$ cat src/rtl/sp_node_pkg.sv
package sp_node_pkg;

  localparam int ADDR_W_D = 4;
  localparam int CNT_W_D  = 10;
  localparam int HIT_W_D  = 8;

  typedef enum logic [1:0] {
    OUT_IDLE  = 2'd0,
    OUT_SEND  = 2'd1,
    OUT_DRAIN = 2'd2
  } out_state_e;

  typedef enum logic {
    SRC_LOCAL = 1'b0,
    SRC_UP    = 1'b1
  } pkt_src_e;

  // packet = {address, count, hits}, address in the top bits
  function automatic logic [ADDR_W_D+CNT_W_D+HIT_W_D-1:0] pkt_pack(
      input logic [ADDR_W_D-1:0] addr,
      input logic [CNT_W_D-1:0]  cnt,
      input logic [HIT_W_D-1:0]  hits);
    return {addr, cnt, hits};
  endfunction

  // one saturating tick
  function automatic logic [CNT_W_D-1:0] cnt_step(
      input logic [CNT_W_D-1:0] cnt,
      input logic               en);
    if (en && (cnt != {CNT_W_D{1'b1}}))
      return cnt + 1'b1;
    return cnt;
  endfunction

endpackage

$ cat src/rtl/sp_hit_latch.sv
module sp_hit_latch #(
  parameter int HIT_W = sp_node_pkg::HIT_W_D
) (
  input  logic             clk,
  input  logic             rst_n,
  input  logic [HIT_W-1:0] pix_hit,
  input  logic             frame_rst,
  input  logic             loc_done,
  output logic [HIT_W-1:0] hit_q,
  output logic             loc_pend,
  output logic             capture,
  output logic             run
);

  logic [HIT_W-1:0] next_q;

  assign capture = frame_rst && (hit_q != '0) && !loc_pend;
  assign run     = (hit_q != '0) && !loc_pend;

  always_ff @(posedge clk) begin
    if (!rst_n) begin
      hit_q    <= '0;
      next_q   <= '0;
      loc_pend <= 1'b0;
    end else if (loc_done) begin
      hit_q    <= next_q | pix_hit;
      next_q   <= '0;
      loc_pend <= 1'b0;
    end else if (capture) begin
      loc_pend <= 1'b1;
      next_q   <= pix_hit;
    end else if (loc_pend) begin
      next_q   <= next_q | pix_hit;
    end else begin
      hit_q    <= hit_q | pix_hit;
    end
  end


  frozen_pattern_chk: assert property (@(posedge clk) disable iff (!rst_n)
    (loc_pend && !loc_done) |=> $stable(hit_q));

endmodule

$ cat src/rtl/sp_time_counter.sv
module sp_time_counter #(
  parameter int CNT_W = sp_node_pkg::CNT_W_D
) (
  input  logic             clk,
  input  logic             rst_n,
  input  logic             run,
  input  logic             tick_en,
  input  logic             clear,
  output logic [CNT_W-1:0] cnt
);

  import sp_node_pkg::*;

  always_ff @(posedge clk) begin
    if (!rst_n)
      cnt <= '0;
    else if (clear)
      cnt <= '0;
    else
      cnt <= cnt_step(cnt, run && tick_en);
  end


  cnt_ceiling_chk: assert property (@(posedge clk) disable iff (!rst_n)
    ((cnt == {CNT_W{1'b1}}) && !clear) |=> (cnt == {CNT_W{1'b1}}));


  cnt_idle_chk: assert property (@(posedge clk) disable iff (!rst_n)
    (!run && !clear) |=> $stable(cnt));

endmodule

$ cat src/rtl/sp_chain_arbiter.sv
module sp_chain_arbiter #(
  parameter int PKT_W = 22
) (
  input  logic             clk,
  input  logic             rst_n,
  input  logic             loc_pend,
  input  logic [PKT_W-1:0] loc_pkt,
  input  logic             up_req,
  input  logic [PKT_W-1:0] up_data,
  output logic             up_ack,
  output logic             dn_req,
  output logic [PKT_W-1:0] dn_data,
  input  logic             dn_ack,
  output logic             loc_done
);

  import sp_node_pkg::*;

  out_state_e       state;
  pkt_src_e         src;
  logic             up_ack_q;
  logic [PKT_W-1:0] data_q;
  logic             link_free;
  logic             take_up;
  logic             take_loc;

  assign link_free = (state == OUT_IDLE) && !dn_ack;
  assign take_up   = link_free && up_req && !up_ack_q;
  assign take_loc  = link_free && !take_up && loc_pend;
  assign loc_done  = (state == OUT_SEND) && dn_ack && (src == SRC_LOCAL);

  always_ff @(posedge clk) begin
    if (!rst_n) begin
      state  <= OUT_IDLE;
      src    <= SRC_LOCAL;
      data_q <= '0;
    end else begin
      case (state)
        OUT_IDLE: begin
          if (take_up) begin
            state  <= OUT_SEND;
            src    <= SRC_UP;
            data_q <= up_data;
          end else if (take_loc) begin
            state  <= OUT_SEND;
            src    <= SRC_LOCAL;
            data_q <= loc_pkt;
          end
        end
        OUT_SEND:  if (dn_ack)  state <= OUT_DRAIN;
        OUT_DRAIN: if (!dn_ack) state <= OUT_IDLE;
        default:   state <= OUT_IDLE;
      endcase
    end
  end

  always_ff @(posedge clk) begin
    if (!rst_n)
      up_ack_q <= 1'b0;
    else if (take_up)
      up_ack_q <= 1'b1;
    else if (!up_req)
      up_ack_q <= 1'b0;
  end

  assign up_ack  = up_ack_q;
  assign dn_req  = (state == OUT_SEND);
  assign dn_data = data_q;


  dn_data_hold_chk: assert property (@(posedge clk) disable iff (!rst_n)
    dn_req |=> (!dn_req || $stable(dn_data)));


  dn_req_rearm_chk: assert property (@(posedge clk) disable iff (!rst_n)
    (!dn_req && dn_ack) |=> !dn_req);


  up_ack_hold_chk: assert property (@(posedge clk) disable iff (!rst_n)
    (up_ack && up_req) |=> up_ack);


  up_first_chk: assert property (@(posedge clk) disable iff (!rst_n)
    (!dn_req && !dn_ack && up_req && !up_ack && loc_pend) |=> (!dn_req || up_ack));

endmodule

$ cat src/rtl/sp_readout_node.sv
module sp_readout_node #(
  parameter int ADDR_W   = sp_node_pkg::ADDR_W_D,
  parameter int CNT_W    = sp_node_pkg::CNT_W_D,
  parameter int HIT_W    = sp_node_pkg::HIT_W_D,
  parameter int GRP_ADDR = 5
) (
  input  logic                            clk,
  input  logic                            rst_n,
  input  logic [HIT_W-1:0]                pix_hit,
  input  logic                            frame_rst,
  input  logic                            tick_en,
  input  logic                            up_req,
  input  logic [ADDR_W+CNT_W+HIT_W-1:0]   up_data,
  output logic                            up_ack,
  output logic                            dn_req,
  output logic [ADDR_W+CNT_W+HIT_W-1:0]   dn_data,
  input  logic                            dn_ack
);

  import sp_node_pkg::*;

  localparam int PKT_W = ADDR_W + CNT_W + HIT_W;
  localparam logic [ADDR_W-1:0] ADDR_V = ADDR_W'(GRP_ADDR);

  logic [HIT_W-1:0] hit_q;
  logic [CNT_W-1:0] cnt;
  logic             loc_pend;
  logic             capture;
  logic             run;
  logic             loc_done;
  logic [PKT_W-1:0] loc_pkt;

  sp_hit_latch #(.HIT_W(HIT_W)) u_hits (
    .clk      (clk),
    .rst_n    (rst_n),
    .pix_hit  (pix_hit),
    .frame_rst(frame_rst),
    .loc_done (loc_done),
    .hit_q    (hit_q),
    .loc_pend (loc_pend),
    .capture  (capture),
    .run      (run)
  );

  sp_time_counter #(.CNT_W(CNT_W)) u_timer (
    .clk    (clk),
    .rst_n  (rst_n),
    .run    (run),
    .tick_en(tick_en),
    .clear  (loc_done),
    .cnt    (cnt)
  );

  // field layout depends on the widths; the package helper covers the default
  generate
    if ((ADDR_W == ADDR_W_D) && (CNT_W == CNT_W_D) && (HIT_W == HIT_W_D)) begin : g_pack_pkg
      assign loc_pkt = pkt_pack(ADDR_V, cnt, hit_q);
    end else begin : g_pack_gen
      assign loc_pkt = {ADDR_V, cnt, hit_q};
    end
  endgenerate

  sp_chain_arbiter #(.PKT_W(PKT_W)) u_arb (
    .clk     (clk),
    .rst_n   (rst_n),
    .loc_pend(loc_pend),
    .loc_pkt (loc_pkt),
    .up_req  (up_req),
    .up_data (up_data),
    .up_ack  (up_ack),
    .dn_req  (dn_req),
    .dn_data (dn_data),
    .dn_ack  (dn_ack),
    .loc_done(loc_done)
  );


  pend_has_hits_chk: assert property (@(posedge clk) disable iff (!rst_n)
    loc_pend |-> (hit_q != '0));


  capture_once_chk: assert property (@(posedge clk) disable iff (!rst_n)
    capture |=> loc_pend);

endmodule

$ cat config.mk
export PLATFORM = sky130hd
export DESIGN_NAME = sp_readout_node
export DESIGN_NICKNAME = d
export VERILOG_FILES = /design/src/rtl/sp_node_pkg.sv /design/src/rtl/sp_hit_latch.sv /design/src/rtl/sp_time_counter.sv /design/src/rtl/sp_chain_arbiter.sv /design/src/rtl/sp_readout_node.sv
export SDC_FILE = /design/constraint.sdc
export NUM_CORES = 1
export LEC_CHECK = 0
export ABC_AREA = 0
export BUFFER_PORTS_ARGS = -buffer_cell sky130_fd_sc_hd__buf_2
export CAP_MARGIN = 20
export CORE_MARGIN = 1
export CORE_UTILIZATION = 29
export DETAILED_ROUTE_END_ITERATION = 6
export SKIP_LAST_GASP = 1
export SLEW_MARGIN = 0
export SYNTH_ARGS = -nofsm -noshare
export SYNTH_HDL_FRONTEND = slang
export SYNTH_SLANG_ARGS = --single-unit
$ cat constraint.sdc
create_clock -name clk -period 1.5 [get_ports clk]
set_input_delay 0.075 -clock clk [delete_from_list [all_inputs] [get_ports clk]]
set_output_delay 0.075 -clock clk [all_outputs]
set_load 0.01 [all_outputs]
==> results of run 1 <==
## stage by stage
stage	area [um2]	utilization, %	hold WS (ps)
after floorplan	2331	-	211.0
after global placement	2968	38.21	317.1
after detailed placement	2968	38.21	326.1
after CTS	3137	40.38	13.63
after global routing	3311	42.62	11.11
final	3311	42.62	17.65
## registers in the layout, indices dropped and copies added (netlist names)
register and cells:
u_hits.loc_pend 1, u_hits.next_q 8, u_timer.cnt 10, u_arb.state 2, u_arb.up_ack 1, u_arb.src 1
u_hits.hit_q 8, u_arb.dn_data 22
## final cells by class
class	count	area, um2	area share [%]
clock inverters	2	10.01	0.3023
flip-flops and latches	53	1076	32.50
multi-input cells	198	1290	38.96
clock buffers	6	72.57	2.192
inverters	3	11.26	0.3401
repair buffers	107	723.2	21.84
well taps	102	127.6	3.855
## critical path: stages, from the launching register on
cell and delay, ps:
dfxtp_2 350, buf_6 100, nand3_2 60, a211o_4 300, or4_4 520, a21oi_2 130
## Yosys cell counts (all sizes together) (2+ instances only)
cell type  number
o311a           8
o21ai          12
nor3b           8
nor3            2
and3b           2
o31ai           4
clkbuf         14
nand4           2
nand3           6
dfxtp          53
buf             5
a211o           2
and3            2
and2            2
or4             5
a311oi         18
o41ai           2
nand2          54
inv             3
or3            11
o221a           2
a21oi          21
nor2           21
nor4            2
## power groups by stage
stage	Clock, uW	Sequential, uW	Combinational, uW
2_1_floorplan	0	1660	343
3_3_place_gp	0	1630	670
3_5_place_dp	0	1630	680
4_1_cts	817	1610	698
5_1_grt	886	1640	836
6_report	797	1620	769
## metal layers
metal	vias up	routed length, um
met5	-	0
met2	42	3425
met1	1150	3062
met4	0	80
met3	5	204
li1	1194	-
## kinds of logic (layout without fill, tap and decap cells)
family,after synthesis,in the layout,synth area share [%]
adder cells (fa/ha/maj),1,1,0.5367
buffers and inverters,22,118,4.294
flip-flops,53,53,45.52
AO/OA/AOI/OAI,74,74,22.97
AND/OR/NAND/NOR,122,122,26.30
XOR/XNOR,1,1,0.3758
## path summary, 6_finish.rpt
check | start | endpoint | slack, ps | cells after the start
min reg2reg | u_hits.next_q[6]$_SDFFE_PP0P_ | u_hits.next_q[6]$_SDFFE_PP0P_ | 460 | 2
min | up_req | u_arb.up_ack$_SDFFE_PN0P_ | 20 | 2
max | u_timer.cnt[0]$_SDFFE_PP0P_ | u_timer.cnt[7]$_SDFFE_PP0P_ | -30 | 5
max reg2reg | u_timer.cnt[0]$_SDFFE_PP0P_ | u_timer.cnt[7]$_SDFFE_PP0P_ | -30 | 5
## timing repair
action / in CTS / in global routing
setup endpoints to repair: 28 / 44
hold buffers: 2 / 0
gates cloned: 0 / 1
pin swaps: 6 / 11
endpoints found under the hold margin: 2 / 0
setup buffers: 5 / 5
resized for setup: 11 / 30
==> out/qor.txt, run 1 <==
H-tree depth -> 2
Synth area leaders -> dfxtp_1, nand2_1, a311oi_1
P_int -> 2242 uW
WL final -> 6773 um
Max-Cap Viols -> 0
GRT Overall Usage -> 16.01%
ys async rst share -> 0%
pin count of the biggest net entering global routing -> 25
Final WS setup -> -25.06 ps
crit path DAT -> 1780 ps
crit share post-route -> 101.7%
proportion of layout cells with a drive suffix above 1 -> 40.65%
buffers added on ports -> 59
initial core utilization -> 30.01%
Inserted Clock Buffers -> 5
vias per cell -> 5.076
Area Overhead vs Synth -> 42.03%
Post-synth EDFFs -> 0
# DRC -> 0
outcome -> finished with violations
CTS Root Buffer Type -> clkbuf_8
initial DRC count -> 86
die area -> 8401 um2
RSZ-0062 raised after global routing -> true
number of routed nets with antenna violations -> 0
Pre-Repair DR Iteration Count -> 4
Placed Cells -> 452
sequential power share -> 50.9%
fill count -> 788
crit path launch type -> register
Max Freq -> 655.7 MHz
Routability Congestion -> 0.7995
num rows -> 32
actual slew at the worst max-slew pin -> 407.6 ps
first-pass GRT wire length -> 10700 um
failing checks -> setup timing
Setup TNS -> -41.26 ps
M3 GR Usage -> 3.234%
Avg WL per Cell -> 14.38 um
diodes inserted -> 0
CP required -> 1750 ps
initial antenna violation count -> 0
Synth Register Bits -> 53
grt met1 use -> 19.62%
Worst-path clk slew -> 100 ps
Crit Path Class -> reg -> reg
Tot Pwr -> 3188 uW
post-route insts no fill -> 471
Clock Power Share -> 25.0%
cell taking the most area after synthesis -> dfxtp_1
nets -> 405
Post-Syn Area -> 2331 um2
Pleak -> 0.001381 uW
top cell type's share of synthesized area -> 45.52%
IO Pins -> 60
most common cell after layout, fill and taps aside -> buf_2
min Tclk post-route -> 1525 ps
die height -> 91.66 um
Setup WS pre-CTS -> -66.79 ps
grt ovf -> 0
maximum vdd drop -> 0.3582 mV
Psw -> 945.8 uW
Max FO, Critical Path -> 6
Vias -> 2391
min-delay worst type -> in -> reg
Skew-Pair Late Insertion Delay -> 310 ps
Worst slew margin -> 72.63%
Pins Over Slew Limit -> 0
busiest layer in global routing -> met2
clk sinks -> 53
vias in the first global route -> 2257
core box area -> 7767 um2
TritonCTS clock tree -> built
Comb pwr share -> 24.1%
yosys warns -> 0
setup violators final -> 2
most frequent cells in the layout -> buf_2, nand2_1, dfxtp_1
CP endpoint kind -> register
Synth Instances -> 273
register area share after synthesis -> 45.52%
M2 GR Usage -> 28.32%
Fin. Hold Viols -> 0
synthesized area per cell -> 8.538 um2
Max Root-Sink Buffers -> 2
switching part of the total -> 29.67%
Power per Cell Area -> 962.9 nW/um2
die span in x -> 91.66 um
syn nets -> 310
Yosys cell types -> 40
DP HPWL -> 4561 um
Setup Skew -> 7.385 ps
dominant synthesized flop cell -> dfxtp_1
Power figures use the tool's default switching activity.
==> run 2: changes to the inputs <==
--- a/config.mk
+++ b/config.mk
@@ -9,8 +9,9 @@
 export BUFFER_PORTS_ARGS = -buffer_cell sky130_fd_sc_hd__buf_2
 export CAP_MARGIN = 20
 export CORE_MARGIN = 1
-export CORE_UTILIZATION = 29
+export CORE_UTILIZATION = 47
 export DETAILED_ROUTE_END_ITERATION = 6
+export PLACE_DENSITY = 0.77
 export SKIP_LAST_GASP = 1
 export SLEW_MARGIN = 0
 export SYNTH_ARGS = -nofsm -noshare
==> out/qor.txt, run 2 (synthesis gave the netlist of run 1 again) <==
initial DRC count -> 162 (was 86)
TritonCTS clock tree -> built (unchanged)
Setup TNS -> -2.628 ps (was -41.26 ps)
Power per Cell Area -> 1003 nW/um2 (was 962.9 nW/um2)
die span in x -> 72.43 um (was 91.66 um)
WL final -> 6088 um (was 6773 um)
GRT Overall Usage -> 24.21% (was 16.01%)
first-pass GRT wire length -> 9867 um (was 10700 um)
core box area -> 4755 um2 (was 7767 um2)
Fin. Hold Viols -> 0 (unchanged)
Max-Cap Viols -> 0 (unchanged)
Setup Skew -> 6.671 ps (was 7.385 ps)
die height -> 72.43 um (was 91.66 um)
Skew-Pair Late Insertion Delay -> 310 ps (about the same)
min Tclk post-route -> 1503 ps (was 1525 ps)
Max Root-Sink Buffers -> 2 (unchanged)
CP required -> 1750 ps (about the same)
grt ovf -> 0 (unchanged)
outcome -> finished with violations (unchanged)
maximum vdd drop -> 0.5608 mV (was 0.3582 mV)
die area -> 5245 um2 (was 8401 um2)
actual slew at the worst max-slew pin -> 431.8 ps (was 407.6 ps)
Crit path buffers/inverters -> 1 (unchanged)
min-delay worst type -> in -> reg (unchanged)
M3 GR Usage -> 4.583% (was 3.234%)
IO Pins -> 60 (unchanged)
fill count -> 392 (was 788)
Vias -> 2370 (was 2391)
RSZ-0062 raised after global routing -> true (unchanged)
Max Freq -> 665.5 MHz (was 655.7 MHz)
pin count of the biggest net entering global routing -> 23 (was 25)
most frequent cells in the layout -> buf_2, nand2_1, dfxtp_1 (unchanged)
most common cell after layout, fill and taps aside -> buf_2 (unchanged)
Routability Congestion -> 0.8123 (was 0.7995)
Worst slew margin -> 70.99% (was 72.63%)
vias per cell -> 5.563 (was 5.076)
H-tree depth -> 2 (unchanged)
initial core utilization -> 49.03% (was 30.01%)
proportion of layout cells with a drive suffix above 1 -> 40.67% (was 40.65%)
M2 GR Usage -> 40.81% (was 28.32%)
max reg flops -> 22 (unchanged)
Final WS setup -> -2.628 ps (was -25.06 ps)
CP endpoint kind -> register (unchanged)
CP Cell Sequence -> ha_4, nand2_4, nor3_4, buf_6, or4_4, a21oi_2 (was buf_6, nand3_2, a211o_4, or4_4, a21oi_2)
cell family with most CP delay -> simple AND/OR/NAND/NOR gates (unchanged)
clk sinks -> 53 (unchanged)
max incr delay on CP -> 520 ps (about the same)
Max FO, Critical Path -> 5 (was 6)
Pleak -> 0.001354 uW (was 0.001381 uW)
DP HPWL -> 4251 um (was 4561 um)
vias in the first global route -> 2149 (was 2257)
Crit Path Class -> reg -> reg (unchanged)
Setup WS pre-CTS -> -107.9 ps (was -66.79 ps)
Worst-path clk slew -> 90 ps (was 100 ps)
Pre-Repair DR Iteration Count -> 4 (unchanged)
crit path DAT -> 1750 ps (was 1780 ps)
crit path launch type -> register (unchanged)
setup violators final -> 1 (was 2)
grt met1 use -> 30.68% (was 19.62%)
Reg2Reg Setup Slack -> -3 ps (was -30 ps)
Area Overhead vs Synth -> 36.93% (was 42.03%)
crit share post-route -> 100.2% (was 101.7%)
CTS Root Buffer Type -> clkbuf_8 (unchanged)
num rows -> 25 (was 32)
failing checks -> setup timing (unchanged)
number of routed nets with antenna violations -> 0 (unchanged)
diodes inserted -> 0 (unchanged)
Avg WL per Cell -> 14.29 um (was 14.38 um)
nets -> 395 (was 405)
Crit-path slowest cell -> or4_4 (unchanged)
Pins Over Slew Limit -> 0 (unchanged)
buffers added on ports -> 59 (unchanged)
busiest layer in global routing -> met2 (unchanged)
# DRC -> 0 (unchanged)
initial antenna violation count -> 0 (unchanged)
Inserted Clock Buffers -> 5 (unchanged)
run 2: timing repair:
action / 4_1_cts / 5_1_grt
resized for setup: 19 / 28
setup endpoints to repair: 27 / 35
hold buffers: 2 / 0
pin swaps: 5 / 11
endpoints found under the hold margin: 2 / 0
buffers inserted: 0 / 3
run 2: layout make-up:
class,count,area [um2],area share (%)
clock inverters,1,5.005,0.1568
flip-flops and latches,53,1085,33.99
repair buffers,97,609.3,19.09
well taps,67,83.83,2.626
clock buffers,7,96.34,3.018
multi-input cells,198,1301,40.77
inverters,3,11.26,0.3528
run 2: per-layer routing:
metal | part of all wire [%] | vias to the layer above
li1 | - | 1175
met1 | 44 | 1113
met2 | 48 | 64
met3 | 4.4 | 18
met4 | 2.8 | 0
met5 | 0 | -
run 2: final timing paths:
check / from / to / depth (start not counted)
setup / recovery: u_timer.cnt[0]$_SDFFE_PP0P_ / u_timer.cnt[4]$_SDFFE_PP0P_ / 6
hold / removal: up_req / u_arb.up_ack$_SDFFE_PN0P_ / 2
setup reg to reg: u_timer.cnt[0]$_SDFFE_PP0P_ / u_timer.cnt[4]$_SDFFE_PP0P_ / 6
hold reg to reg: u_hits.next_q[1]$_SDFFE_PP0P_ / u_hits.next_q[1]$_SDFFE_PP0P_ / 2
run 2: power breakdown:
part           internal, uW  switching, uW
Sequential             1540           82.8
Clock                   418            460
Combinational           326            372
Total                  2290            914
run 2: through the flow:
stage / power [uW] / util, % / instances / hold WS (ps) / cell area, um2
after global placement: 2258 / 60.76 / 414 / 319.9 / 2889
after global routing: 3346 / 67.13 / 426 / 28.07 / 3192
after floorplan: 2001 / - / 273 / 211.0 / 2331
after CTS: 3191 / 64.66 / 423 / 15.74 / 3074
final: 3200 / 67.13 / 426 / 23.97 / 3192
after detailed placement: 2277 / 60.76 / 414 / 323.3 / 2889
